`src/rtl/dma_regs_pkg.sv`:
```
package dma_regs_pkg;

  localparam int CH_W   = 2;
  localparam int MODE_W = 6;

  localparam logic [7:0] PORT_MASK_ONE  = 8'h0A;
  localparam logic [7:0] PORT_MODE      = 8'h0B;
  localparam logic [7:0] PORT_PTR_CLR   = 8'h0C;
  localparam logic [7:0] PORT_SOFT_RST  = 8'h0D;
  localparam logic [7:0] PORT_MASK_NONE = 8'h0E;
  localparam logic [7:0] PORT_MASK_MAP  = 8'h0F;

  typedef struct packed {
    logic [1:0] xfer;
    logic       decr;
    logic       autoinit;
    logic [1:0] dir;
  } mode_t;

  function automatic logic [7:0] page_port_of(input int ch);
    case (ch)
      0:       return 8'h87;
      1:       return 8'h83;
      2:       return 8'h81;
      3:       return 8'h82;
      default: return 8'hFF;
    endcase
  endfunction

  // Data bits 7:2 of a mode write, from the top down
  function automatic mode_t mode_from_bits(input logic [MODE_W-1:0] b);
    mode_t m;
    m.xfer     = b[5:4];
    m.decr     = b[3];
    m.autoinit = b[2];
    m.dir      = b[1:0];
    return m;
  endfunction

endpackage

```
`src/rtl/dma_port_decode.sv`:
```
module dma_port_decode
  import dma_regs_pkg::*;
#(
  parameter int NUM_CH = 4
) (
  input  logic              io_wr,
  input  logic [7:0]        io_addr,
  output logic [NUM_CH-1:0] wr_addr,
  output logic [NUM_CH-1:0] wr_cnt,
  output logic [NUM_CH-1:0] wr_page,
  output logic              wr_mode,
  output logic              wr_mask_one,
  output logic              wr_ptr_clr,
  output logic              wr_soft_rst,
  output logic              wr_mask_none,
  output logic              wr_mask_map,
  output logic              wr_word
);

  for (genvar g = 0; g < NUM_CH; g++) begin : g_ch
    assign wr_addr[g] = io_wr && (io_addr == 8'(2 * g));
    assign wr_cnt[g]  = io_wr && (io_addr == 8'(2 * g + 1));
    assign wr_page[g] = io_wr && (io_addr == page_port_of(g));
  end

  assign wr_mode      = io_wr && (io_addr == PORT_MODE);
  assign wr_mask_one  = io_wr && (io_addr == PORT_MASK_ONE);
  assign wr_ptr_clr   = io_wr && (io_addr == PORT_PTR_CLR);
  assign wr_soft_rst  = io_wr && (io_addr == PORT_SOFT_RST);
  assign wr_mask_none = io_wr && (io_addr == PORT_MASK_NONE);
  assign wr_mask_map  = io_wr && (io_addr == PORT_MASK_MAP);
  assign wr_word      = (|wr_addr) || (|wr_cnt);

endmodule

```
`src/rtl/dma_byte_ptr.sv`:
```
module dma_byte_ptr (
  input  logic clk,
  input  logic rst_n,
  input  logic clr,
  input  logic flip,
  output logic hi_byte
);

  logic ptr_q, ptr_d, ptr_en;

  always_comb begin
    ptr_en = clr || flip;
    ptr_d  = clr ? 1'b0 : !ptr_q;
  end

  always_ff @(posedge clk or negedge rst_n) begin
    if (!rst_n)      ptr_q <= 1'b0;
    else if (ptr_en) ptr_q <= ptr_d;
  end

  assign hi_byte = ptr_q;

  // each word write flips the pointer
  a_r4_flip: assert property (@(posedge clk) disable iff (!rst_n)
    (flip && !clr) |=> (hi_byte != $past(hi_byte)));
  // clear port and soft reset leave the pointer low
  a_r4_clear: assert property (@(posedge clk) disable iff (!rst_n)
    clr |=> !hi_byte);
  // no strobe, no change
  a_r11_hold: assert property (@(posedge clk) disable iff (!rst_n)
    (!clr && !flip) |=> $stable(hi_byte));

endmodule

```
`src/rtl/dma_chan_bank.sv`:
```
module dma_chan_bank
  import dma_regs_pkg::*;
#(
  parameter int WORD_W = 16,
  parameter int PAGE_W = 8
) (
  input  logic              clk,
  input  logic              rst_n,
  input  logic              hi_byte,
  input  logic [7:0]        wdata,
  input  logic              wr_addr,
  input  logic              wr_cnt,
  input  logic              wr_page,
  input  logic              wr_mode,
  input  logic [MODE_W-1:0] mode_bits,
  input  logic              mask_we,
  input  logic              mask_d,
  output logic [WORD_W-1:0] base_addr,
  output logic [WORD_W-1:0] cur_addr,
  output logic [WORD_W-1:0] base_cnt,
  output logic [WORD_W-1:0] cur_cnt,
  output logic [PAGE_W-1:0] page,
  output mode_t             mode,
  output logic              masked
);

  localparam int BYTE_W = WORD_W / 2;

  logic [WORD_W-1:0] addr_q, addr_cur_q, cnt_q, cnt_cur_q;
  logic [WORD_W-1:0] addr_d, cnt_d;
  logic [PAGE_W-1:0] page_q;
  mode_t             mode_q, mode_d;
  logic              mask_q;

  // Next-state: merge the incoming byte into the selected half
  always_comb begin
    addr_d = hi_byte ? {wdata[BYTE_W-1:0], addr_q[BYTE_W-1:0]}
                     : {addr_q[WORD_W-1:BYTE_W], wdata[BYTE_W-1:0]};
    cnt_d  = hi_byte ? {wdata[BYTE_W-1:0], cnt_q[BYTE_W-1:0]}
                     : {cnt_q[WORD_W-1:BYTE_W], wdata[BYTE_W-1:0]};
    mode_d = mode_from_bits(mode_bits);
  end

  always_ff @(posedge clk or negedge rst_n) begin
    if (!rst_n) begin
      addr_q     <= '0;
      addr_cur_q <= '0;
    end else if (wr_addr) begin
      addr_q     <= addr_d;
      addr_cur_q <= addr_d;
    end
  end

  always_ff @(posedge clk or negedge rst_n) begin
    if (!rst_n) begin
      cnt_q     <= '0;
      cnt_cur_q <= '0;
    end else if (wr_cnt) begin
      cnt_q     <= cnt_d;
      cnt_cur_q <= cnt_d;
    end
  end

  always_ff @(posedge clk or negedge rst_n) begin
    if (!rst_n)       page_q <= '0;
    else if (wr_page) page_q <= wdata[PAGE_W-1:0];
  end

  always_ff @(posedge clk or negedge rst_n) begin
    if (!rst_n)       mode_q <= '0;
    else if (wr_mode) mode_q <= mode_d;
  end

  always_ff @(posedge clk or negedge rst_n) begin
    if (!rst_n)       mask_q <= 1'b1;
    else if (mask_we) mask_q <= mask_d;
  end

  assign base_addr = addr_q;
  assign cur_addr  = addr_cur_q;
  assign base_cnt  = cnt_q;
  assign cur_cnt   = cnt_cur_q;
  assign page      = page_q;
  assign mode      = mode_q;
  assign masked    = mask_q;

  // low-byte address write keeps the high byte
  a_r2_addr_low: assert property (@(posedge clk) disable iff (!rst_n)
    (wr_addr && !hi_byte) |=>
      (base_addr[BYTE_W-1:0] == $past(wdata[BYTE_W-1:0])) &&
      (base_addr[WORD_W-1:BYTE_W] == $past(base_addr[WORD_W-1:BYTE_W])));
  // high-byte address write keeps the low byte
  a_r2_addr_high: assert property (@(posedge clk) disable iff (!rst_n)
    (wr_addr && hi_byte) |=>
      (base_addr[WORD_W-1:BYTE_W] == $past(wdata[BYTE_W-1:0])) &&
      (base_addr[BYTE_W-1:0] == $past(base_addr[BYTE_W-1:0])));
  // current address follows base on a load
  a_r2_cur_addr: assert property (@(posedge clk) disable iff (!rst_n)
    wr_addr |=> (cur_addr == base_addr));
  // current count follows base on a load
  a_r3_cur_cnt: assert property (@(posedge clk) disable iff (!rst_n)
    wr_cnt |=> (cur_cnt == base_cnt));
  // page takes the written byte
  a_r5_page: assert property (@(posedge clk) disable iff (!rst_n)
    wr_page |=> (page == $past(wdata[PAGE_W-1:0])));
  // mode holds unless its own channel is written
  a_r6_mode_hold: assert property (@(posedge clk) disable iff (!rst_n)
    !wr_mode |=> $stable(mode));

endmodule

```
`src/rtl/dma_cfg_regfile.sv`:
```
module dma_cfg_regfile
  import dma_regs_pkg::*;
#(
  parameter int NUM_CH = 4,
  parameter int WORD_W = 16,
  parameter int PAGE_W = 8
) (
  input  logic                             clk,
  input  logic                             rst_n,
  input  logic [7:0]                       io_addr,
  input  logic                             io_wr,
  input  logic [7:0]                       io_wdata,
  output logic [NUM_CH*(PAGE_W+WORD_W)-1:0] ch_start_addr,
  output logic [NUM_CH*WORD_W-1:0]         ch_count,
  output logic [NUM_CH*WORD_W-1:0]         ch_cur_addr,
  output logic [NUM_CH*WORD_W-1:0]         ch_cur_count,
  output logic [NUM_CH*2-1:0]              ch_dir,
  output logic [NUM_CH-1:0]                ch_autoinit,
  output logic [NUM_CH-1:0]                ch_decr,
  output logic [NUM_CH*2-1:0]              ch_xfer,
  output logic [NUM_CH-1:0]                ch_enable
);

  localparam int START_W = PAGE_W + WORD_W;

  // Reset: asserted asynchronously, released on the clock
  logic [1:0] rst_sync_q;
  logic       rst_q_n;

  always_ff @(posedge clk or negedge rst_n) begin
    if (!rst_n) rst_sync_q <= 2'b00;
    else        rst_sync_q <= {rst_sync_q[0], 1'b1};
  end
  assign rst_q_n = rst_sync_q[1];

  logic [NUM_CH-1:0] wr_addr, wr_cnt, wr_page;
  logic wr_mode, wr_mask_one, wr_ptr_clr, wr_soft_rst;
  logic wr_mask_none, wr_mask_map, wr_word;
  logic hi_byte;
  logic [NUM_CH-1:0] mask_vec;

  dma_port_decode #(.NUM_CH(NUM_CH)) u_decode (
    .io_wr        (io_wr),
    .io_addr      (io_addr),
    .wr_addr      (wr_addr),
    .wr_cnt       (wr_cnt),
    .wr_page      (wr_page),
    .wr_mode      (wr_mode),
    .wr_mask_one  (wr_mask_one),
    .wr_ptr_clr   (wr_ptr_clr),
    .wr_soft_rst  (wr_soft_rst),
    .wr_mask_none (wr_mask_none),
    .wr_mask_map  (wr_mask_map),
    .wr_word      (wr_word)
  );

  dma_byte_ptr u_ptr (
    .clk     (clk),
    .rst_n   (rst_q_n),
    .clr     (wr_ptr_clr || wr_soft_rst),
    .flip    (wr_word),
    .hi_byte (hi_byte)
  );

  for (genvar g = 0; g < NUM_CH; g++) begin : g_chan
    logic              sel;
    logic              mask_we, mask_d;
    logic [WORD_W-1:0] base_addr, cur_addr, base_cnt, cur_cnt;
    logic [PAGE_W-1:0] page;
    mode_t             mode;

    assign sel = (io_wdata[CH_W-1:0] == CH_W'(g));

    // Mask next-state: soft reset over clear-all over bitmap over single
    always_comb begin
      mask_we = wr_soft_rst || wr_mask_none || wr_mask_map || (wr_mask_one && sel);
      if (wr_soft_rst)       mask_d = 1'b1;
      else if (wr_mask_none) mask_d = 1'b0;
      else if (wr_mask_map)  mask_d = io_wdata[g];
      else                   mask_d = io_wdata[2];
    end

    dma_chan_bank #(.WORD_W(WORD_W), .PAGE_W(PAGE_W)) u_bank (
      .clk       (clk),
      .rst_n     (rst_q_n),
      .hi_byte   (hi_byte),
      .wdata     (io_wdata),
      .wr_addr   (wr_addr[g]),
      .wr_cnt    (wr_cnt[g]),
      .wr_page   (wr_page[g]),
      .wr_mode   (wr_mode && sel),
      .mode_bits (io_wdata[7:2]),
      .mask_we   (mask_we),
      .mask_d    (mask_d),
      .base_addr (base_addr),
      .cur_addr  (cur_addr),
      .base_cnt  (base_cnt),
      .cur_cnt   (cur_cnt),
      .page      (page),
      .mode      (mode),
      .masked    (mask_vec[g])
    );

    assign ch_start_addr[g*START_W +: START_W] = {page, base_addr};
    assign ch_count[g*WORD_W +: WORD_W]        = base_cnt;
    assign ch_cur_addr[g*WORD_W +: WORD_W]     = cur_addr;
    assign ch_cur_count[g*WORD_W +: WORD_W]    = cur_cnt;
    assign ch_dir[g*2 +: 2]                    = mode.dir;
    assign ch_xfer[g*2 +: 2]                   = mode.xfer;
    assign ch_autoinit[g]                      = mode.autoinit;
    assign ch_decr[g]                          = mode.decr;
  end

  assign ch_enable = ~mask_vec;

  // at most one port strobe per cycle
  a_r11_one_port: assert property (@(posedge clk) disable iff (!rst_q_n)
    $onehot0({wr_addr, wr_cnt, wr_page, wr_mode, wr_mask_one, wr_ptr_clr,
              wr_soft_rst, wr_mask_none, wr_mask_map}));
  // idle bus leaves enables alone
  a_r11_idle: assert property (@(posedge clk) disable iff (!rst_q_n)
    !io_wr |=> $stable(ch_enable));
  // soft reset disables every channel
  a_r10_soft_rst: assert property (@(posedge clk) disable iff (!rst_q_n)
    wr_soft_rst |=> (ch_enable == '0));
  // clear-all enables every channel
  a_r9_unmask_all: assert property (@(posedge clk) disable iff (!rst_q_n)
    wr_mask_none |=> (ch_enable == '1));
  // bitmap load
  a_r8_map: assert property (@(posedge clk) disable iff (!rst_q_n)
    wr_mask_map |=> (ch_enable == ~$past(io_wdata[NUM_CH-1:0])));
  // single mask write reaches only the named channel
  a_r7_single: assert property (@(posedge clk) disable iff (!rst_q_n)
    wr_mask_one |=> (ch_enable[$past(io_wdata[CH_W-1:0])] == !$past(io_wdata[2])));

endmodule

```
`config.mk`:
```
export PLATFORM = sky130hd
export DESIGN_NAME = dma_cfg_regfile
export DESIGN_NICKNAME = d
export VERILOG_FILES = /design/src/rtl/dma_regs_pkg.sv /design/src/rtl/dma_port_decode.sv /design/src/rtl/dma_byte_ptr.sv /design/src/rtl/dma_chan_bank.sv /design/src/rtl/dma_cfg_regfile.sv
export SDC_FILE = /design/constraint.sdc
export NUM_CORES = 1
export LEC_CHECK = 0
export ABC_AREA = 1
export BUFFER_PORTS_ARGS = -buffer_cell sky130_fd_sc_hd__buf_2
export CAP_MARGIN = 20
export CORE_AREA = 2 2 130 132
export DETAILED_ROUTE_END_ITERATION = 6
export DIE_AREA = 0 0 132 134
export PLACE_DENSITY_LB_ADDON = 0.08
export SYNTH_ARGS = -nofsm -noshare
export SYNTH_HDL_FRONTEND = slang
export SYNTH_SLANG_ARGS = --single-unit
```
`constraint.sdc`:
```
create_clock -name clk -period 14.55 [get_ports clk]
set_input_delay 2.91 -clock clk [delete_from_list [all_inputs] [get_ports clk]]
set_output_delay 2.91 -clock clk [all_outputs]
set_load 0.005 [all_outputs]
```
==> flow_metrics.env, run 1 <==
export IMPL_power_frac_comb_pct=8.5
export IMPL_slew_headroom_pct=28.2
export IMPL_crit_fanout=16
export IMPL_synth_async_reset_ratio_pct=100
export IMPL_dp_hpwl_mm=15.0
export IMPL_yosys_warnings=0
export IMPL_ir_drop_mv=0.0920
export IMPL_sw_frac_of_total_pct=24.8
export IMPL_start_util_pct=51.8
export IMPL_p_leak_nw=5.62
export IMPL_post_route_period_util_pct=29.0
export IMPL_fin_crit_ps=4220
export IMPL_critPathKind="in -> reg"
export IMPL_netlist_instances=861
export IMPL_synth_avg_cell_area_um2=9.80
export IMPL_area_growth_pct=17.0
export IMPL_core_area_um2=16300
export IMPL_die_area_um2=17700
export IMPL_synth_seq_cells=191
export IMPL_worstMarginPinSlew_ps=1080
export IMPL_cpMaxStageDelayCell="nand3_1"
export IMPL_setup_slack_ps=10330
export IMPL_final_setup_viol_count=0
export IMPL_cts_buffers=17
export IMPL_gp_congestion=0.843
export IMPL_place_area_um2=9260
export IMPL_synth_nets=880
export IMPL_netlist_area_leader_share_pct=55.5
export IMPL_worst_ep_arrival_time_ps=4550
export IMPL_routedWlPerCell_um=16.9
export IMPL_yosysTopAreaCell="dfrtp_1"
export IMPL_dp_cells=1251
export IMPL_startpoint_type="input pin"
export IMPL_nets=1071
export IMPL_clock_power_share_pct=40.5
export IMPL_synth_edf_count=0
export IMPL_path_cells="buf_2 > nor2_2 > nand2_4 > nor2_4 > nand3_1 > o21ai_0"
export IMPL_power_switching_w=0.000280
export IMPL_firstDrtPassIters=5
export IMPL_cts_root_buf="clkbuf_16"
export IMPL_stdcell_count=1288
export IMPL_clock_skew_ps=11.0
export IMPL_clk_path_buf_depth=2
export IMPL_portBuffers=334
export IMPL_power_density_nw_per_um2=114
export IMPL_wirelength_mm=21.7
export IMPL_grt_pass1_vias=5789
export IMPL_r2r_slack_ps=12240
export IMPL_required_ps=14870
export IMPL_total_power_w=0.00113
export IMPL_antenna_left=0
export IMPL_yosysMostFrequentCell="nand2_1"
export IMPL_drt_initial_drc_count=300
export IMPL_clock_sinks=191
export IMPL_grt_ovfl_total=0
export IMPL_grt_usage_pct=24.3
export IMPL_postLayoutCellArea_um2=9870
export IMPL_die_x_um=132
export IMPL_synth_main_ff_cell="dfrtp_1"
export IMPL_slew_violations=0
export IMPL_p_seq_share_pct=51.0
export IMPL_p_int_w=0.000850
export IMPL_syn_area_um2=8440
export IMPL_post_route_drc_count=0
export IMPL_rows=47
export IMPL_vias=6404
export IMPL_yosysUniqueCellTypes=27
export IMPL_setup_tns_ps=0
export IMPL_yosys_top_cells_count="220 x nand2_1, 187 x dfrtp_1, 132 x buf_4"
export IMPL_clock_latency_ps=420
export IMPL_cap_violations=0
export IMPL_cts_hold_buf=0
export IMPL_finalHoldViolCount=0
export IMPL_ys_seq_area_share_pct=56.7
export IMPL_h_tree_depth=4
export IMPL_max_freq_mhz=237
export IMPL_chipHeight_um=134
export IMPL_synthTopCellsByArea="dfrtp_1 55%, buf_4 12%, nand2_1 9.8%"
export IMPL_cp_slowest_stage_delay_ps=490
export IMPL_path_clk_slew_ps=70
export IMPL_cts_tree="done"
export IMPL_crit_path_end_kind="register"
export IMPL_status="completed"
export IMPL_postCtsSetupRepairBufs=0
export IMPL_rsz0062_at_grt="false"
export IMPL_antenna_found_initial=4
export IMPL_grt_pass1_wl_mm=33.0
export IMPL_via_per_inst=4.97
export IMPL_hp_class="reg -> async"
export IMPL_post_cts_resized=0
export IMPL_layout_drive_gt1_share_pct=40.4
export IMPL_io_pins=335
export IMPL_grt_max_degree=80
export IMPL_pre_cts_slack_ps=9870
[placed cells by master, fill, tap and decap left out, types with 2 or more instances in the layout]
| cell type | Yosys | final |
|---|---|---|
| nor2_2 | 8 | 8 |
| o21ai_0 | 117 | 117 |
| nor2_4 | 5 | 5 |
| clkbuf_16 | 0 | 17 |
| inv_1 | 24 | 24 |
| buf_2 | 13 | 334 |
| inv_6 | 0 | 3 |
| clkinv_2 | 0 | 3 |
| nand2_1 | 220 | 220 |
| mux2_2 | 7 | 7 |
| diode_2 | 0 | 4 |
| buf_16 | 0 | 2 |
| o211ai_1 | 4 | 4 |
| o21ai_1 | 28 | 28 |
| nand4_1 | 2 | 2 |
| clkinv_4 | 0 | 2 |
| dfstp_2 | 4 | 4 |
| nand3_1 | 19 | 19 |
| buf_8 | 0 | 2 |
| nand2_2 | 5 | 5 |
| nand3b_1 | 2 | 2 |
| nand3_2 | 4 | 4 |
| nor2_1 | 13 | 13 |
| inv_2 | 2 | 2 |
| bufinv_16 | 0 | 2 |
| buf_4 | 132 | 2 |
| o21a_1 | 16 | 16 |
| dfrtp_1 | 187 | 186 |
| clkinvlp_4 | 0 | 2 |
| o21ai_2 | 22 | 22 |
[state kept, by name (all words and copies together), names as in the netlist]
register,count
g_chan.u_bank.cur_addr,16
rst_sync_q,2
g_chan.u_bank.base_addr,48
g_chan.u_bank.mode,24
u_ptr.hi_byte,1
g_chan.u_bank.cur_cnt,16
g_chan.u_bank.page,32
g_chan.u_bank.base_cnt,48
g_chan.u_bank.masked,4
[per-layer routing]
layer | vias up | global-route usage, % | share of wire, %
met5 | - | 0 | 0
met1 | 3073 | 32.6 | 44
li1 | 3052 | - | -
met2 | 261 | 40.4 | 49
met4 | 0 | 7.97 | 1.4
met3 | 18 | 4.54 | 5.9
[power groups by stage]
stage | logic, W | registers, W | clock network (W)
3_3_place_gp | 0.0000944 | 0.000586 | 0
2_1_floorplan | 0.0000567 | 0.000586 | 0
5_1_grt | 0.000107 | 0.000580 | 0.000488
4_1_cts | 0.0000972 | 0.000576 | 0.000466
6_report | 0.0000958 | 0.000576 | 0.000458
3_5_place_dp | 0.0000970 | 0.000586 | 0
[worst max-delay path, delay by kind of cell]
family	cells	cell delay (ps)
AO/OA/AOI/OAI	1	350
buffers and inverters	1	100
AND/OR/NAND/NOR	4	1180
[area by class of cell]
cell class,instances,area (um^2)
fillers,1442,6420
flip-flops and latches,191,4790
multi-input cells,475,2350
repair buffers,340,1770
clock buffers,19,443
well taps,220,275
clock inverters,12,134
inverters,27,101
diodes,4,10.0
[path summary, 6_finish.rpt]
kind                          startpoint                             to  cells past startpoint
setup / recovery              io_addr[5]   g_chan[1].u_bank.base_cnt[5]                      6
hold / removal             rst_sync_q[1]  g_chan[0].u_bank.base_addr[6]                      0
setup reg to reg           u_ptr.hi_byte    g_chan[2].u_bank.cur_cnt[7]                      3
hold reg to reg            rst_sync_q[1]  g_chan[0].u_bank.base_addr[6]                      0
max in group asynchronous          rst_n                  rst_sync_q[1]                      1
min in group clk           rst_sync_q[0]                  rst_sync_q[1]                      0
[per-stage QoR]
stage               hold slack (ps)  utilization, %
floorplan                       331               -
global placement                334            56.5
CTS                             362            60.4
finish                          347            60.6
global route                    375            60.6
detailed placement              338            56.8
[cells by family (layout without fill, tap and decap cells)]
group	Yosys count	count (layout)	share of synthesized area, %
other	1	5	0.0444
and+or+nand+nor	280	280	14.2
DFF	191	191	56.7
buffers and inverters	195	398	15.5
AOI/OAI and AO/OA	187	187	12.7
muxes	7	7	0.934
Note: power is estimated with default switching activity, not from simulation.
==> inputs of run 2 (changes only) <==
--- a/config.mk
+++ b/config.mk
@@ -8,9 +8,9 @@
 export ABC_AREA = 1
 export BUFFER_PORTS_ARGS = -buffer_cell sky130_fd_sc_hd__buf_2
 export CAP_MARGIN = 20
-export CORE_AREA = 2 2 130 132
+export CORE_AREA = 2 2 135 137
 export DETAILED_ROUTE_END_ITERATION = 6
-export DIE_AREA = 0 0 132 134
+export DIE_AREA = 0 0 137 139
 export PLACE_DENSITY_LB_ADDON = 0.08
 export SYNTH_ARGS = -nofsm -noshare
 export SYNTH_HDL_FRONTEND = slang
==> constraint.sdc (replaced) <==
create_clock -name clk -period 3.95 [get_ports clk]
set_input_delay 0.79 -clock clk [delete_from_list [all_inputs] [get_ports clk]]
set_output_delay 0.79 -clock clk [all_outputs]
set_load 0.005 [all_outputs]
==> flow_metrics.env, run 2 (synthesized netlist as in run 1, its figures left out) <==
export IMPL_status="completed"
export IMPL_antenna_left=0
export IMPL_dp_hpwl_mm=15.0
export IMPL_critPathKind="reg -> reg"
export IMPL_slew_violations=0
export IMPL_layout_common_cells="334 x buf_2, 220 x nand2_1, 186 x dfrtp_1"
export IMPL_post_route_period_util_pct=56.4
export IMPL_h_tree_depth=4
export IMPL_cts_tree="done"
export IMPL_die_area_um2=19000
export IMPL_wirelength_mm=21.8
export IMPL_rows=49
export IMPL_vias=6341
export IMPL_grt_pass1_wl_mm=33.1
export IMPL_layout_drive_gt1_share_pct=40.5
export IMPL_grt_ovfl_total=0
export IMPL_required_ps=4260
export IMPL_die_x_um=137
export IMPL_grt_usage_pct=22.8
export IMPL_cts_root_buf="clkbuf_16"
export IMPL_start_util_pct=47.8
export IMPL_post_cts_resized=0
export IMPL_ir_drop_mv=0.299
export IMPL_via_per_inst=4.89
export IMPL_grt_max_degree=190
export IMPL_antenna_found_initial=2
export IMPL_cp_top_family="flip-flops"
export IMPL_cap_violations=0
export IMPL_portBuffers=334
export IMPL_grt_pass1_vias=5720
export IMPL_power_density_nw_per_um2=435
export IMPL_postLayoutCellArea_um2=9930
export IMPL_worstMarginPinSlew_ps=1060
export IMPL_clock_skew_ps=13.5
export IMPL_nets=1072
export IMPL_routedWlPerCell_um=16.8
export IMPL_firstDrtPassIters=5
export IMPL_finalHoldViolCount=0
export IMPL_regArea_um2=4790
export IMPL_startpoint_type="register"
export IMPL_cpMaxStageDelayCell="dfrtp_1"
export IMPL_hp_class="in -> async"
export IMPL_place_area_um2=9280
export IMPL_fin_crit_ps=2230
export IMPL_total_power_w=0.00432
export IMPL_clk_path_buf_depth=2
export IMPL_final_setup_viol_count=0
export IMPL_chipHeight_um=139
export IMPL_worst_ep_arrival_time_ps=2540
export IMPL_postCtsSetupRepairBufs=0
export IMPL_path_clk_slew_ps=70
export IMPL_setup_tns_ps=0
export IMPL_whs_ps=128
export IMPL_final_common_cell="buf_2"
export IMPL_num_fill_cells=1577
export IMPL_post_route_drc_count=0
export IMPL_multiInputGateArea_um2=2350
export IMPL_cp_slowest_stage_delay_ps=650
export IMPL_p_leak_nw=5.65
export IMPL_path_cells="clkinv_1 > nand3_1 > mux2_2"
export IMPL_core_area_um2=17700
export IMPL_drt_initial_drc_count=295
export IMPL_final_core_util_pct=56.2
export IMPL_io_pins=335
export IMPL_clock_latency_ps=430
export IMPL_crit_fanout=15
export IMPL_path_buf_inv=1
export IMPL_slew_headroom_pct=29.5
export IMPL_cts_hold_buf=0
export IMPL_rsz0062_at_grt="false"
export IMPL_max_freq_mhz=449
export IMPL_clock_sinks=191
export IMPL_gp_congestion=0.865
export IMPL_area_growth_pct=17.7
export IMPL_crit_path_end_kind="register"
export IMPL_cts_buffers=17
-- run 2: power breakdown --
group	switching, W	internal [W]
registers	0.0000715	0.00204
clock network	0.000763	0.00109
logic	0.000218	0.000140
total	0.00105	0.00327
-- run 2: path summary, 6_finish.rpt --
| check | start | endpoint | slack, ps | cells after the start |
|---|---|---|---|---|
| worst max-delay path | u_ptr.hi_byte | g_chan[0].u_bank.base_addr[7] | 1720 | 3 |
| worst min-delay path | rst_n | rst_sync_q[0] | 130 | 1 |
| worst max register to register | u_ptr.hi_byte | g_chan[0].u_bank.base_addr[7] | 1720 | 3 |
| worst min register to register | rst_sync_q[0] | rst_sync_q[1] | 350 | 0 |
| max in group asynchronous | rst_sync_q[1] | g_chan[3].u_bank.base_cnt[14] | 2650 | 1 |
| min in group clk | rst_sync_q[0] | rst_sync_q[1] | 350 | 0 |
-- run 2: through the flow --
step           cells  setup WS, ps
6_report        1297          1720
5_1_grt         1296          1550
4_1_cts         1295          1680
3_5_place_dp    1263          1480
3_3_place_gp    1262          1490
2_1_floorplan    861           804
-- run 2: metal layers --
| layer | GRT usage [%] | part of all wire [%] |
|---|---|---|
| met5 | 0 | 0 |
| met4 | 6.08 | 1.0 |
| met3 | 4.50 | 5.9 |
| met2 | 37.5 | 49 |
| met1 | 30.9 | 44 |
-- run 2: layout make-up --
class	instances	share of cell area, %
clock inverter	13	2.00
sequential	191	48.2
clock buffer	19	4.46
timing repair buffer	341	17.7
inverter	27	1.02
tap	229	2.89
antenna	2	0.0504
multi-input combinational	475	23.7
==> inputs of run 3 (changes only) <==
--- a/config.mk
+++ b/config.mk
@@ -5,12 +5,12 @@
 export SDC_FILE = /design/constraint.sdc
 export NUM_CORES = 1
 export LEC_CHECK = 0
-export ABC_AREA = 1
+export ABC_AREA = 0
 export BUFFER_PORTS_ARGS = -buffer_cell sky130_fd_sc_hd__buf_2
 export CAP_MARGIN = 20
-export CORE_AREA = 2 2 135 137
+export CORE_AREA = 2 2 143 145
 export DETAILED_ROUTE_END_ITERATION = 6
-export DIE_AREA = 0 0 137 139
+export DIE_AREA = 0 0 145 147
 export PLACE_DENSITY_LB_ADDON = 0.08
 export SYNTH_ARGS = -nofsm -noshare
 export SYNTH_HDL_FRONTEND = slang
==> constraint.sdc (replaced) <==
create_clock -name clk -period 1.9 [get_ports clk]
set_input_delay 0.38 -clock clk [delete_from_list [all_inputs] [get_ports clk]]
set_output_delay 0.38 -clock clk [all_outputs]
set_load 0.005 [all_outputs]
==> flow_metrics.env, run 3 <==
export IMPL_status="completed"
export IMPL_yosys_top_cells_count="187 x dfrtp_1, 187 x mux2_2, 128 x buf_4"
export IMPL_yosys_warnings=0
export IMPL_layout_common_cells="334 x buf_2, 187 x mux2_2, 186 x dfrtp_1"
export IMPL_synth_edf_count=0
export IMPL_power_density_nw_per_um2=838
export IMPL_layout_drive_gt1_share_pct=72.0
export IMPL_netlist_area_leader_share_pct=55.0
export IMPL_synth_async_reset_ratio_pct=100
export IMPL_ir_drop_mv=0.614
export IMPL_core_area_um2=19800
export IMPL_finalHoldViolCount=0
export IMPL_slew_headroom_pct=55.3
export IMPL_cts_buffers=17
export IMPL_syn_area_um2=8510
export IMPL_synth_nets=634
export IMPL_fin_crit_ps=1750
export IMPL_ys_seq_area_share_pct=56.2
export IMPL_rows=52
export IMPL_start_util_pct=42.9
export IMPL_via_per_inst=4.82
export IMPL_wirelength_mm=21.6
export IMPL_final_setup_viol_count=0
export IMPL_startpoint_type="input pin"
export IMPL_grt_ovfl_total=0
export IMPL_route_met2_wl_mm=10.6
export IMPL_clock_sinks=191
export IMPL_final_core_util_pct=52.5
export IMPL_path_clk_slew_ps=70
export IMPL_post_route_period_util_pct=92.2
export IMPL_slew_violations=0
export IMPL_hp_class="reg -> async"
export IMPL_r2r_start="u_ptr.hi_byte"
export IMPL_r2r_slack_ps=180
export IMPL_cts_tree="done"
export IMPL_firstDrtPassIters=4
export IMPL_clock_latency_ps=430
export IMPL_clock_skew_ps=7.51
export IMPL_die_area_um2=21300
export IMPL_r2r_cells=4
export IMPL_nets=876
export IMPL_critPathKind="in -> reg"
export IMPL_cap_violations=0
export IMPL_crit_path_end_kind="register"
export IMPL_portBuffers=334
export IMPL_clk_path_buf_depth=2
export IMPL_post_route_drc_count=0
export IMPL_cp_slowest_stage_delay_ps=650
export IMPL_final_common_cell="buf_2"
export IMPL_yosysTopAreaCell="dfrtp_1"
export IMPL_die_x_um=145
export IMPL_max_freq_mhz=571
export IMPL_worstMarginPinSlew_ps=670
export IMPL_gp_congestion=0.877
export IMPL_crit_fanout=8
export IMPL_place_area_um2=9800
export IMPL_met1Wirelength_mm=9.24
export IMPL_h_tree_depth=4
export IMPL_vias=5500
export IMPL_required_ps=2210
export IMPL_postLayoutCellArea_um2=10400
export IMPL_whs_ps=243
export IMPL_cts_root_buf="clkbuf_16"
export IMPL_netlist_instances=615
export IMPL_antenna_found_initial=1
export IMPL_synth_xor_area_share_pct=0
export IMPL_routedWlPerCell_um=19.0
export IMPL_synth_top_family_by_area="multiplexers"
export IMPL_setup_tns_ps=0
export IMPL_synth_main_ff_cell="dfrtp_1"
export IMPL_antenna_left=0
export IMPL_highest_layer="met5"
export IMPL_r2r_end="g_chan[3].u_bank.base_cnt[10]"
export IMPL_dp_hpwl_mm=15.5
export IMPL_synth_area_mux_share_pct=24.8
export IMPL_rsz0062_at_grt="false"
export IMPL_worst_ep_arrival_time_ps=2060
export IMPL_yosysUniqueCellTypes=34
export IMPL_grt_pass1_vias=5555
export IMPL_synthTopCellsByArea="dfrtp_1 55%, mux2_2 25%, buf_4 11%"
export IMPL_synth_avg_cell_area_um2=13.8
export IMPL_area_growth_pct=22.4
export IMPL_cp_top_family="simple AND/OR/NAND/NOR gates"
export IMPL_drt_initial_drc_count=141
export IMPL_chipHeight_um=147
export IMPL_grt_usage_pct=20.5
export IMPL_route_met3_wl_mm=1.38
export IMPL_path_cells="buf_2 > or4_1 > nor3_4 > nand2_2 > mux2_2"
export IMPL_p_leak_nw=6.15
export IMPL_yosys_area_share_simple_pct=5.02
export IMPL_cpMaxStageDelayCell="or4_1"
export IMPL_synth_compound_gate_area_share_pct=1.04
export IMPL_io_pins=335
export IMPL_path_buf_inv=1
export IMPL_grt_max_degree=54
export IMPL_synth_seq_cells=191
export IMPL_n_antenna_cell=0
export IMPL_grt_pass1_wl_mm=33.5
export IMPL_synthAdderAreaFrac_pct=0
## run 3: cell types whose count changed in the layout (fill, tap and decap cells not counted), moves of 19 or more
cell / delta
nand2_1: -209
o21ai_1: -28
o21ai_2: -22
mux2_2: +180
buf_4: +37
o21ai_0: -113
nand3_1: -19
## run 3: power breakdown
group / switching [W] / leakage [nW] / internal, W / total [W]
clock: 0.00163 / 0.292 / 0.00202 / 0.00365
sequential: 0.000111 / 2.63 / 0.00422 / 0.00433
combinational: 0.000405 / 3.23 / 0.000334 / 0.000739
total: 0.00215 / 6.15 / 0.00658 / 0.00872
## run 3: worst max path at each step
stage                from                        endpoint  cells after the start
2_1_floorplan  io_addr[3]   g_chan[1].u_bank.base_addr[7]                      5
3_3_place_gp   io_addr[5]  g_chan[3].u_bank.base_addr[10]                      5
3_5_place_dp   io_addr[5]  g_chan[3].u_bank.base_addr[14]                      5
4_1_cts        io_addr[5]   g_chan[3].u_bank.base_cnt[10]                      5
5_1_grt        io_addr[5]         g_chan[1].u_bank.masked                      7
6_report       io_addr[5]   g_chan[3].u_bank.base_cnt[10]                      5
## run 3: kinds of logic (layout without fill, tap and decap cells)
group           count (synthesis)  after routing
buf+inv                       163            418
flops                         191            191
other cells                     1              1
compound gates                 15             15
mux                           187            187
simple gates                   58             58
## run 3: through the flow
step                setup slack (ps)  cells  power (W)
CTS                              153   1140    0.00884
global placement                -279   1107    0.00515
floorplan                      -62.0    615    0.00484
global route                    49.1   1140    0.00910
finish                           148   1140    0.00872
detailed placement              -305   1107    0.00517
## run 3: area by class of cell
type | count | area [um^2]
clock buffer | 20 | 447
clock inverter | 12 | 153
fill | 1790 | 9430
inverter | 7 | 26.3
multi-input combinational | 261 | 2630
sequential | 191 | 4790
tap | 270 | 338
timing repair buffer | 379 | 2040
## run 3: repair_timing
action,4_1_cts,5_1_grt
resized for setup,0,0
endpoints found under the setup margin,0,0
hold buffers,1,0
endpoints found under the hold margin,2,0
buffers inserted,0,0
## run 3: layer usage
| metal | global-route usage [%] | vias up |
|---|---|---|
| met1 | 26.6 | 2785 |
| li1 | - | 2462 |
| met2 | 34.2 | 223 |
| met4 | 6.44 | 2 |
| met5 | 0 | - |
| met3 | 5.06 | 28 |
